[src/rtl/xbase_pkg.sv]
package xbase_pkg;

  typedef enum logic [1:0] {
    XFER_NONE   = 2'd0,
    XFER_SINGLE = 2'd1,
    XFER_PAIR   = 2'd2
  } xfer_e;

  typedef enum logic [1:0] {
    LVL_USER   = 2'd0,
    LVL_KERNEL = 2'd1,
    LVL_HYP    = 2'd2,
    LVL_MON    = 2'd3
  } lvl_e;

  typedef struct packed {
    logic undef;
    logic trap;
    logic sel_secure;
  } verdict_t;

  localparam logic [7:0] SYN_SINGLE = 8'h03;
  localparam logic [7:0] SYN_PAIR   = 8'h04;

  // Build the stored image of a write: single transfers clear the upper half.
  function automatic logic [63:0] write_image(input logic pair,
                                              input logic [31:0] lo,
                                              input logic [31:0] hi);
    return pair ? {hi, lo} : {32'd0, lo};
  endfunction

  // Shape the returned data of a read from the stored image.
  function automatic logic [63:0] read_image(input logic pair,
                                             input logic [63:0] stored);
    return pair ? stored : {32'd0, stored[31:0]};
  endfunction

endpackage

[src/rtl/xbase_decode.sv]
module xbase_decode
  import xbase_pkg::*;
#(
  parameter int unsigned CP_NUM   = 15,
  parameter int unsigned S_OPC1   = 0,
  parameter int unsigned S_CRN    = 2,
  parameter int unsigned S_CRM    = 0,
  parameter int unsigned S_OPC2   = 1,
  parameter int unsigned P_OPC1   = 1,
  parameter int unsigned P_CRM    = 2
) (
  input  logic [3:0] cp,
  input  logic [2:0] opc1,
  input  logic [3:0] crn,
  input  logic [3:0] crm,
  input  logic [2:0] opc2,
  input  logic       pair,
  output xfer_e      xfer
);

  logic single_hit;
  logic pair_hit;

  assign single_hit = !pair && (cp == 4'(CP_NUM)) && (opc1 == 3'(S_OPC1)) &&
                      (crn == 4'(S_CRN)) && (crm == 4'(S_CRM)) &&
                      (opc2 == 3'(S_OPC2));
  // CRn and opc2 carry no meaning for paired transfers.
  assign pair_hit   = pair && (cp == 4'(CP_NUM)) && (opc1 == 3'(P_OPC1)) &&
                      (crm == 4'(P_CRM));

  always_comb begin
    if (single_hit)    xfer = XFER_SINGLE;
    else if (pair_hit) xfer = XFER_PAIR;
    else               xfer = XFER_NONE;
  end

endmodule

[src/rtl/xbase_policy.sv]
module xbase_policy
  import xbase_pkg::*;
(
  input  xfer_e       xfer,
  input  logic [1:0]  cur_el,
  input  logic        write,
  input  logic        hyp_en,
  input  logic        trap_grp,
  input  logic        trap_rd,
  input  logic        trap_wr,
  input  logic        sec_ns,
  input  logic        sdis_a,
  input  logic        sdis_b,
  output verdict_t    verdict
);

  logic secure_blocked;
  logic kernel_trap;

  // Pin b only guards single transfers; pin a guards both sizes.
  assign secure_blocked = sdis_a || ((xfer == XFER_SINGLE) && sdis_b);
  // Group trap first, then the direction-specific control.
  assign kernel_trap    = hyp_en && (trap_grp || (write ? trap_wr : trap_rd));

  always_comb begin
    verdict = '0;
    unique case (lvl_e'(cur_el))
      LVL_USER:   verdict.undef = 1'b1;
      LVL_KERNEL: verdict.trap  = kernel_trap;
      LVL_HYP:    verdict       = '0;
      LVL_MON: begin
        verdict.sel_secure = !sec_ns;
        verdict.undef      = !sec_ns && write && secure_blocked;
      end
      default:    verdict       = '0;
    endcase
  end

endmodule

[src/rtl/xbase_store.sv]
module xbase_store #(
  parameter int unsigned REG_W     = 64,
  parameter int unsigned NUM_BANKS = 2,
  localparam int unsigned IDX_W    = (NUM_BANKS > 1) ? $clog2(NUM_BANKS) : 1
) (
  input  logic                              clk,
  input  logic                              rst_n,
  input  logic                              wr_en,
  input  logic [IDX_W-1:0]                  wr_idx,
  input  logic [REG_W-1:0]                  wr_data,
  output logic [NUM_BANKS-1:0][REG_W-1:0]   bank_q
);

  for (genvar b = 0; b < NUM_BANKS; b++) begin : g_bank
    always_ff @(posedge clk or negedge rst_n) begin
      if (!rst_n)                                  bank_q[b] <= '0;
      else if (wr_en && (wr_idx == IDX_W'(b)))      bank_q[b] <= wr_data;
    end
  end

endmodule

[src/rtl/xbase_ctrl.sv]
module xbase_ctrl
  import xbase_pkg::*;
#(
  parameter int unsigned REG_W     = 64,
  parameter int unsigned NUM_BANKS = 2,
  parameter int unsigned SYN_W     = 8,
  localparam int unsigned HALF_W   = REG_W / 2,
  localparam int unsigned IDX_W    = (NUM_BANKS > 1) ? $clog2(NUM_BANKS) : 1,
  localparam logic [IDX_W-1:0] IDX_SEC = IDX_W'(0),
  localparam logic [IDX_W-1:0] IDX_NS  = IDX_W'(1)
) (
  input  logic              clk,
  input  logic              rst_n,
  input  logic              req_valid,
  input  logic [3:0]        req_cp,
  input  logic [2:0]        req_opc1,
  input  logic [3:0]        req_crn,
  input  logic [3:0]        req_crm,
  input  logic [2:0]        req_opc2,
  input  logic              req_pair,
  input  logic              req_write,
  input  logic [31:0]       req_wdata_lo,
  input  logic [31:0]       req_wdata_hi,
  input  logic [1:0]        cur_el,
  input  logic              hyp_en,
  input  logic              hyp_trap_grp,
  input  logic              hyp_trap_rd,
  input  logic              hyp_trap_wr,
  input  logic              sec_ns,
  input  logic              sdis_a,
  input  logic              sdis_b,
  output logic              rsp_valid,
  output logic [31:0]       rsp_rdata_lo,
  output logic [31:0]       rsp_rdata_hi,
  output logic              rsp_undef,
  output logic              rsp_trap,
  output logic [SYN_W-1:0]  rsp_syndrome
);

  xfer_e                            xfer;
  verdict_t                         verdict;
  logic                             accept;
  logic                             is_pair;
  logic                             fault;
  logic                             commit_wr;
  logic                             read_ok;
  logic [IDX_W-1:0]                 bank_idx;
  logic [REG_W-1:0]                 wr_image;
  logic [REG_W-1:0]                 rd_image;
  logic [NUM_BANKS-1:0][REG_W-1:0]  bank_q;

  xbase_decode u_decode (
    .cp   (req_cp),
    .opc1 (req_opc1),
    .crn  (req_crn),
    .crm  (req_crm),
    .opc2 (req_opc2),
    .pair (req_pair),
    .xfer (xfer)
  );

  xbase_policy u_policy (
    .xfer     (xfer),
    .cur_el   (cur_el),
    .write    (req_write),
    .hyp_en   (hyp_en),
    .trap_grp (hyp_trap_grp),
    .trap_rd  (hyp_trap_rd),
    .trap_wr  (hyp_trap_wr),
    .sec_ns   (sec_ns),
    .sdis_a   (sdis_a),
    .sdis_b   (sdis_b),
    .verdict  (verdict)
  );

  // Named events for the checker.
  assign accept    = req_valid && (xfer != XFER_NONE);
  assign is_pair   = (xfer == XFER_PAIR);
  assign fault     = verdict.undef || verdict.trap;
  assign commit_wr = accept && req_write && !fault;
  assign read_ok   = accept && !req_write && !fault;
  assign bank_idx  = verdict.sel_secure ? IDX_SEC : IDX_NS;

  assign wr_image  = REG_W'(write_image(is_pair, req_wdata_lo, req_wdata_hi));
  assign rd_image  = REG_W'(read_image(is_pair, 64'(bank_q[bank_idx])));

  xbase_store #(
    .REG_W     (REG_W),
    .NUM_BANKS (NUM_BANKS)
  ) u_store (
    .clk     (clk),
    .rst_n   (rst_n),
    .wr_en   (commit_wr),
    .wr_idx  (bank_idx),
    .wr_data (wr_image),
    .bank_q  (bank_q)
  );

  always_ff @(posedge clk or negedge rst_n) begin
    if (!rst_n) begin
      rsp_valid    <= 1'b0;
      rsp_undef    <= 1'b0;
      rsp_trap     <= 1'b0;
      rsp_syndrome <= '0;
      rsp_rdata_lo <= '0;
      rsp_rdata_hi <= '0;
    end else begin
      rsp_valid    <= accept;
      rsp_undef    <= accept && verdict.undef;
      rsp_trap     <= accept && verdict.trap;
      rsp_syndrome <= (accept && verdict.trap) ?
                      SYN_W'(is_pair ? SYN_PAIR : SYN_SINGLE) : '0;
      rsp_rdata_lo <= read_ok ? rd_image[HALF_W-1:0]     : '0;
      rsp_rdata_hi <= read_ok ? rd_image[REG_W-1:HALF_W] : '0;
    end
  end

endmodule

[config.mk]
export PLATFORM = sky130hd
export DESIGN_NAME = xbase_ctrl
export DESIGN_NICKNAME = d
export VERILOG_FILES = /design/src/rtl/xbase_pkg.sv /design/src/rtl/xbase_decode.sv /design/src/rtl/xbase_policy.sv /design/src/rtl/xbase_store.sv /design/src/rtl/xbase_ctrl.sv
export SDC_FILE = /design/constraint.sdc
export NUM_CORES = 1
export LEC_CHECK = 0
export CORE_MARGIN = 2
export CORE_UTILIZATION = 55
export DETAILED_ROUTE_END_ITERATION = 10
export GPL_TIMING_DRIVEN = 0
export HOLD_SLACK_MARGIN = 0.02
export PLACE_DENSITY = 0.91
export RECOVER_POWER = 100
export SYNTH_ARGS = -nofsm -noshare
export SYNTH_HDL_FRONTEND = slang
export SYNTH_SLANG_ARGS = --single-unit
[constraint.sdc]
create_clock -name clk -period 1.4 [get_ports clk]
set_clock_uncertainty 0.15 [all_clocks]
set_input_delay 0.35 -clock clk [delete_from_list [all_inputs] [get_ports clk]]
set_output_delay 0.35 -clock clk [all_outputs]
set_load 0.02 [all_outputs]
* After elaboration in Yosys (flattened, before gate mapping) *
Cells that the tools add are included.

word-level totals
  register bits = 203
  input bits = 96
  output and inout port bits = 75
  logic and storage cells = 65

operators by class
  $lt $le $gt $ge = 1
  eq/ne operators = 9
  multiplexer cells = 15
  reductions and logical operators = 32

operators by type and width
  kind                  number
  $mux W64              4
  $mux W32              2
  $logic_and A1 B1 Y1   21
  $eq A4 B2 Y1 const B  2
  $eq A3 B1 Y1 const B  2
  $mux W3               2
  $eq A2 B1 Y1 const B  2
  $eq A2 B2 Y1 const B  2
  $eq A4 B4 Y1 const B  1
  $logic_not A1 Y1      4
  $logic_not A4 Y1      1
  $mux W1               4
  $mux W2               2
  $logic_not A3 Y1      1
  $logic_or A1 B1 Y1    3
  $logic_not A2 Y1      1
  $lt A1 B2 Y1 const B  1
  $pmux W1 S2           1
  $reduce_bool A2 Y1    1

* Longest topological paths before layout *
  depth in word-level cells = 16
  depth in mapped cells = 8
  depth with buffers taken out = 6

* By module *
A second synthesis with hierarchy kept.

unflattened totals
  cells, all modules = 564
  area total of the unflattened synthesis = 8,632.0 µm²

by module, submodules not included
  module        times used  cells each  area an instance (µm²)  seq. area each (µm²)
  xbase_store   1           271         5,139.9                 3,203.1
  xbase_ctrl    1           271         3,316.9                 1,726.7
  xbase_policy  1           12          97.6                    0.0
  xbase_decode  1           10          77.6                    0.0

* Worst setup path before layout *
Ideal clock, no wire load.

  kind = input -> register
  from = input port req_opc1[2]
  to = register u_store.bank_q[77] (netlist name)
  library setup time = 0.125 ns
  arrival time = 2.438 ns
  data required time = 1.125 ns
  slack = -1.313 ns
  stages on the path = 6
  path buffers = 1
  path through = or4_4 > nor4_4 > o211ai_4 > nor3_4 > buf_4 > mux2_2

between the ends
  cells in the longest elaborated chain, start to end = 15
  elaborated cells between the ends (all ways) = 22
  classes of those cells = eq/ne (2); mux (3); reduce/logical (17)

RTL lines
  what                              RTL line            text
  start: declaration                xbase_ctrl.sv:16    input logic [2:0] req_opc1,
  $logic_not A3 Y1                  xbase_decode.sv:24  assign single_hit = !pair && (cp == 4'(CP_NUM)) && (opc1 == 3'(S_OPC1)) &&
  $logic_and A1 B1 Y1 (2 in a row)  xbase_decode.sv:24
  $logic_and A1 B1 Y1 (2 in a row)  xbase_decode.sv:25  (crn == 4'(S_CRN)) && (crm == 4'(S_CRM)) &&
  $mux W2 (*)                       xbase_decode.sv:32  if (single_hit) xfer = XFER_SINGLE;
  $eq A2 B1 Y1                      xbase_policy.sv:21  assign secure_blocked = sdis_a || ((xfer == XFER_SINGLE) && sdis_b);
  $logic_and A1 B1 Y1               xbase_policy.sv:21
  $logic_or A1 B1 Y1                xbase_policy.sv:21
  $logic_and A1 B1 Y1               xbase_policy.sv:33  verdict.undef = !sec_ns && write && secure_blocked;
  $pmux W1 S2                       xbase_policy.sv:27  unique case (lvl_e'(cur_el))
  $logic_or A1 B1 Y1                xbase_ctrl.sv:79    assign fault = verdict.undef || verdict.trap;
  $logic_not A1 Y1                  xbase_ctrl.sv:80    assign commit_wr = accept && req_write && !fault;
  $logic_and A1 B1 Y1 (*)           xbase_ctrl.sv:80
  $logic_and A1 B1 Y1 (*)           xbase_store.sv:17   else if (wr_en && (wr_idx == IDX_W'(b))) bank_q[b] <= wr_data;
  end signal: indexed assignment    xbase_store.sv:17
  end: declaration                  xbase_store.sv:11   output logic [NUM_BANKS-1:0][REG_W-1:0] bank_q

Mark *: on every way between the ends. The rest lies on a longest branch, timed or not.
A chain may end at the register's enable or synchronous reset.

* Worst setup path in the final report *
  from = input port req_crm[2]
  to = register u_store.bank_q[27] (netlist name)

between the ends
  cells in the longest elaborated chain, start to end = 13
  elaborated cells between the ends (all ways) = 19
  classes of those cells = eq/ne (2); mux (3); reduce/logical (14)

RTL lines
  what                                              RTL line                                text
  start: declaration                                xbase_ctrl.sv:18                        input logic [3:0] req_crm,
  $eq A4 B2 Y1 or $logic_not A4 Y1 (tied branches)  xbase_decode.sv:29, xbase_decode.sv:25
  $logic_and A1 B1 Y1 (on tied branches)            xbase_decode.sv:28, xbase_decode.sv:25
  $mux W2 or $logic_and A1 B1 Y1 (tied branches)    xbase_decode.sv:33, xbase_decode.sv:25
  $mux W2 (*)                                       xbase_decode.sv:32
  $eq A2 B1 Y1                                      xbase_policy.sv:21
  $logic_and A1 B1 Y1                               xbase_policy.sv:21
  $logic_or A1 B1 Y1                                xbase_policy.sv:21
  $logic_and A1 B1 Y1                               xbase_policy.sv:33
  $pmux W1 S2                                       xbase_policy.sv:27
  $logic_or A1 B1 Y1                                xbase_ctrl.sv:79
  $logic_not A1 Y1                                  xbase_ctrl.sv:80
  $logic_and A1 B1 Y1 (*)                           xbase_ctrl.sv:80
  $logic_and A1 B1 Y1 (*)                           xbase_store.sv:17

Marked as above.

==> summary.txt <==
Yosys
  – Synthesized netlist cell count: 602
  – Distinct cell type count of the synthesized netlist: 33
  – Avg Cell Area, Syn: 13.4 sq um
  – Async SR Flop Fraction: 100%
  – Netlist Area Pre-Place: 8040 sq um
  – Top_reg_cell synth: sky130_fd_sc_hd__dfrtp_1
  – Number of storage elements in the synthesis netlist: 197
  – Sequential element share of the synthesized area: 61.3%
  – Count of flip-flops with a built-in enable after synthesis: 0
  – Count of yosys warnings during synthesis: 0

Timing
  – Count of final max-slew check failures: 0
  – Number of hold-slack violations in the final timing report: 68
  – Pin slew with the least headroom to its limit: 0.940 ns
  – Slew Limit Headroom: 37.4%
  – Worst setup margin: -0.935 ns
  – Tmin final: 2.34 ns
  – Unrepaired setup endpoints after global routing: true
  – Post-Route Hold Slack: -0.0645 ns
  – Setup Total Neg Slack: -172.64 ns
  – Fraction of the cycle the final worst path needs: 167%
  – Final setup vio count: 267
  – Upper clock frequency limit: 428 MHz

Floorplanning
  – Core Footprint: 14400 sq um
  – Overall die height: 125 um
  – Cell Rows: 44
  – Full die area: 15600 sq um
  – Initial Util: 55.7%
  – Width of the die: 125 um
  – I/O pin count: 171

Global route
  – Maximum number of pins on one net before global-route repair: 130
  – Global-route congestion overflow total: 0
  – First-pass GRT wire length: 35400 um
  – Via count of the first global-routing pass: 6544
  – Overall routing resource usage: 29.3%
  – Antenna violations before repair: 0

Clocking
  – Clock latency at the later pin of the worst-skew pair: 0.44 ns
  – Clk sinks: 197
  – Number of buffers on the longest clock path: 2
  – Root buffer selected by CTS: sky130_fd_sc_hd__clkbuf_16
  – CTS tree: done
  – Clock transition time at the flip-flop clock pins of the worst setup and hold paths: 0.07 ns
  – Count of H-tree levels built during CTS: 4
  – CTS Buf Count: 17

Critical path
  – FF-to-FF End: rsp_rdata_hi[18]
  – Setup slack, reg-to-reg: 0.33 ns
  – Worst EP required: 1.57 ns
  – Critical path endpoint category: flip-flop
  – Cell with the biggest individual delay on the critical path: sky130_fd_sc_hd__or4_4
  – Crit Path Category: in2reg
  – Crit path cell chain: buf_6 -> or4_4 -> nor4_4 -> buf_6 -> o211ai_4 -> buf_6 -> nor3_4 -> buf_12 -> buf_12 -> mux2_4
  – Biggest cell delay along the critical path: 0.53 ns
  – Launch instance of the worst register-to-register path: u_store.bank_q[114]
  – Data arrival at the endpoint of the critical path: 2.50 ns
  – Kind of start point of the critical path: input pin
  – Crit path max fanout: 10
  – Depth of the most critical reg-to-reg path: 2
  – Most repeated library cell on the critical path: sky130_fd_sc_hd__buf_6

Finish
  – Total non-filler cell area in the finished layout: 12200 sq um
  – Filler cells: 683
  – Commonest cells after routing, fill and taps aside: sky130_fd_sc_hd__dfrtp_1 (197), sky130_fd_sc_hd__mux2_4 (125), sky130_fd_sc_hd__clkdlybuf4s50_1 (83)
  – Share of post-route cells with drive strength above 1: 45.9%
  – Most common cell after layout, fill and taps aside: sky130_fd_sc_hd__dfrtp_1
  – Antenna diode count: 0
  – Net total in the final layout: 919
  – Signed area change from the synthesized netlist to the final layout: 51.3%

Hold path
  – HP Class: in2async

Job
  – # Max-Cap Violations: 0

Routing
  – First-iteration detailed-routing DRC count: 505
  – Via count: 5764
  – Total detailed-routing wirelength: 22400 um
  – Number of remaining DRC errors: 0
  – Via-to-Cell Ratio: 5.67
  – Number of iterations in the first detailed-routing pass: 4
  – Remaining antenna violation count: 0
  – Avg WL per Cell: 22.0 um

Power and ir drop
  – Static Leakage: 5.83 nW
  – Maximum vdd drop: 0.000921 V
  – Cell Pwr Density: 915 nW/um^2

Outcome
  – Result of the run: finished, violations left
  – Failing checks: negative hold slack, negative setup slack

Placed design
  – Routability congestion estimate from global placement: 0.781
  – Placement-stage cell area: 10800 sq um
  – Detailed Place HPWL: 13500 um
  – I/O Buffers: 165
[per-layer routing]
metal / track usage [%] / vias to the layer above / wire length, um
li1: - / 2521 / -
met1: 36.5 / 2984 / 9120
met2: 50.7 / 209 / 11700
met3: 5.58 / 50 / 923
met4: 12.0 / 0 / 672
met5: 0 / - / 0
[where the power goes]
part / internal, W / switching (W)
clock: 0.00255 / 0.00232
sequential: 0.00569 / 0.00000131
combinational: 0.000292 / 0.000285
[worst max-delay path, delay by kind of cell]
kind                   cells  cell delay [ns]
AND/OR/NAND/NOR            3             0.97
buffers and inverters      5             0.77
multiplexers               1             0.30
AO/OA/AOI/OAI              1             0.09
[timing repair]
action,CTS,global route
setup buffers,23,2
hold endpoints to repair,68,68
resized for setup,506,21
gates cloned,7,2
setup endpoints to repair,267,267
pin swaps,10,8
[state kept, by name (all words and copies together) (netlist names)]
register,cells
rsp_undef,1
u_store.bank_q,128
rsp_rdata_lo,32
rsp_valid,1
rsp_trap,1
rsp_rdata_hi,32
rsp_syndrome,2
[cell families (layout without fill, tap and decap cells)]
kind of cell / Yosys count / in the layout / share of synthesized area [%]
flip-flops: 197 / 197 / 61.3
multiplexers: 161 / 161 / 22.1
AND/OR/NAND/NOR: 150 / 150 / 9.59
buffers and inverters: 51 / 278 / 3.75
AO/OA/AOI/OAI: 39 / 39 / 2.79
adder cells (fa/ha/maj): 3 / 3 / 0.467
other: 1 / 5 / 0.0466
[metrics by stage]
step	worst slack [ns]	hold slack, ns	utilization [%]	cells	total power (W)
floorplan	-1.24	-0.0956	-	606	0.00592
global placement	-7.63	0.338	74.4	955	0.00634
detailed placement	-2.28	0.186	74.6	956	0.00636
CTS	-0.966	-0.271	83.8	1016	0.0111
global route	-0.975	0.0331	84.4	1017	0.0114
finish	-0.935	-0.0645	84.4	1017	0.0111
[cells in the mapped netlist (all sizes together), types with 2 or more instances]
cell type / instances / area (sq um)
nand2: 68 / 255
nor2: 2 / 7.51
and3: 34 / 213
nand3: 2 / 10.0
mux2i: 32 / 320
inv: 5 / 18.8
nor4: 2 / 27.5
a21oi: 33 / 165
dfrtp: 197 / 4930
nor3: 34 / 193
mux2: 129 / 1450
o211ai: 3 / 36.3
and4b: 2 / 20.0
buf: 25 / 204
ha: 3 / 37.5
clkbuf: 21 / 78.8
[final cells by class]
class / count / area, sq um / area share (%)
buffer: 44 / 505 / 4.15
clock buffer: 18 / 439 / 3.61
clock inverter: 14 / 143 / 1.17
inverter: 5 / 18.8 / 0.154
multi-input combinational: 358 / 3650 / 30.0
sequential: 197 / 4930 / 40.5
tap: 184 / 230 / 1.89
timing repair buffer: 197 / 2260 / 18.5
[worst max path at each step]
stage	start	to	slack [ns]
detailed placement	req_opc1[2]	u_store.bank_q[9]	-2.28
CTS	req_crm[2]	u_store.bank_q[19]	-0.97
global route	req_crm[2]	u_store.bank_q[27]	-0.98
floorplan	req_opc1[2]	u_store.bank_q[77]	-1.24
finish	req_crm[2]	u_store.bank_q[27]	-0.94
global placement	rst_n	u_store.bank_q[104]	-7.63
No activity file was read; power rests on OpenSTA's default activity.
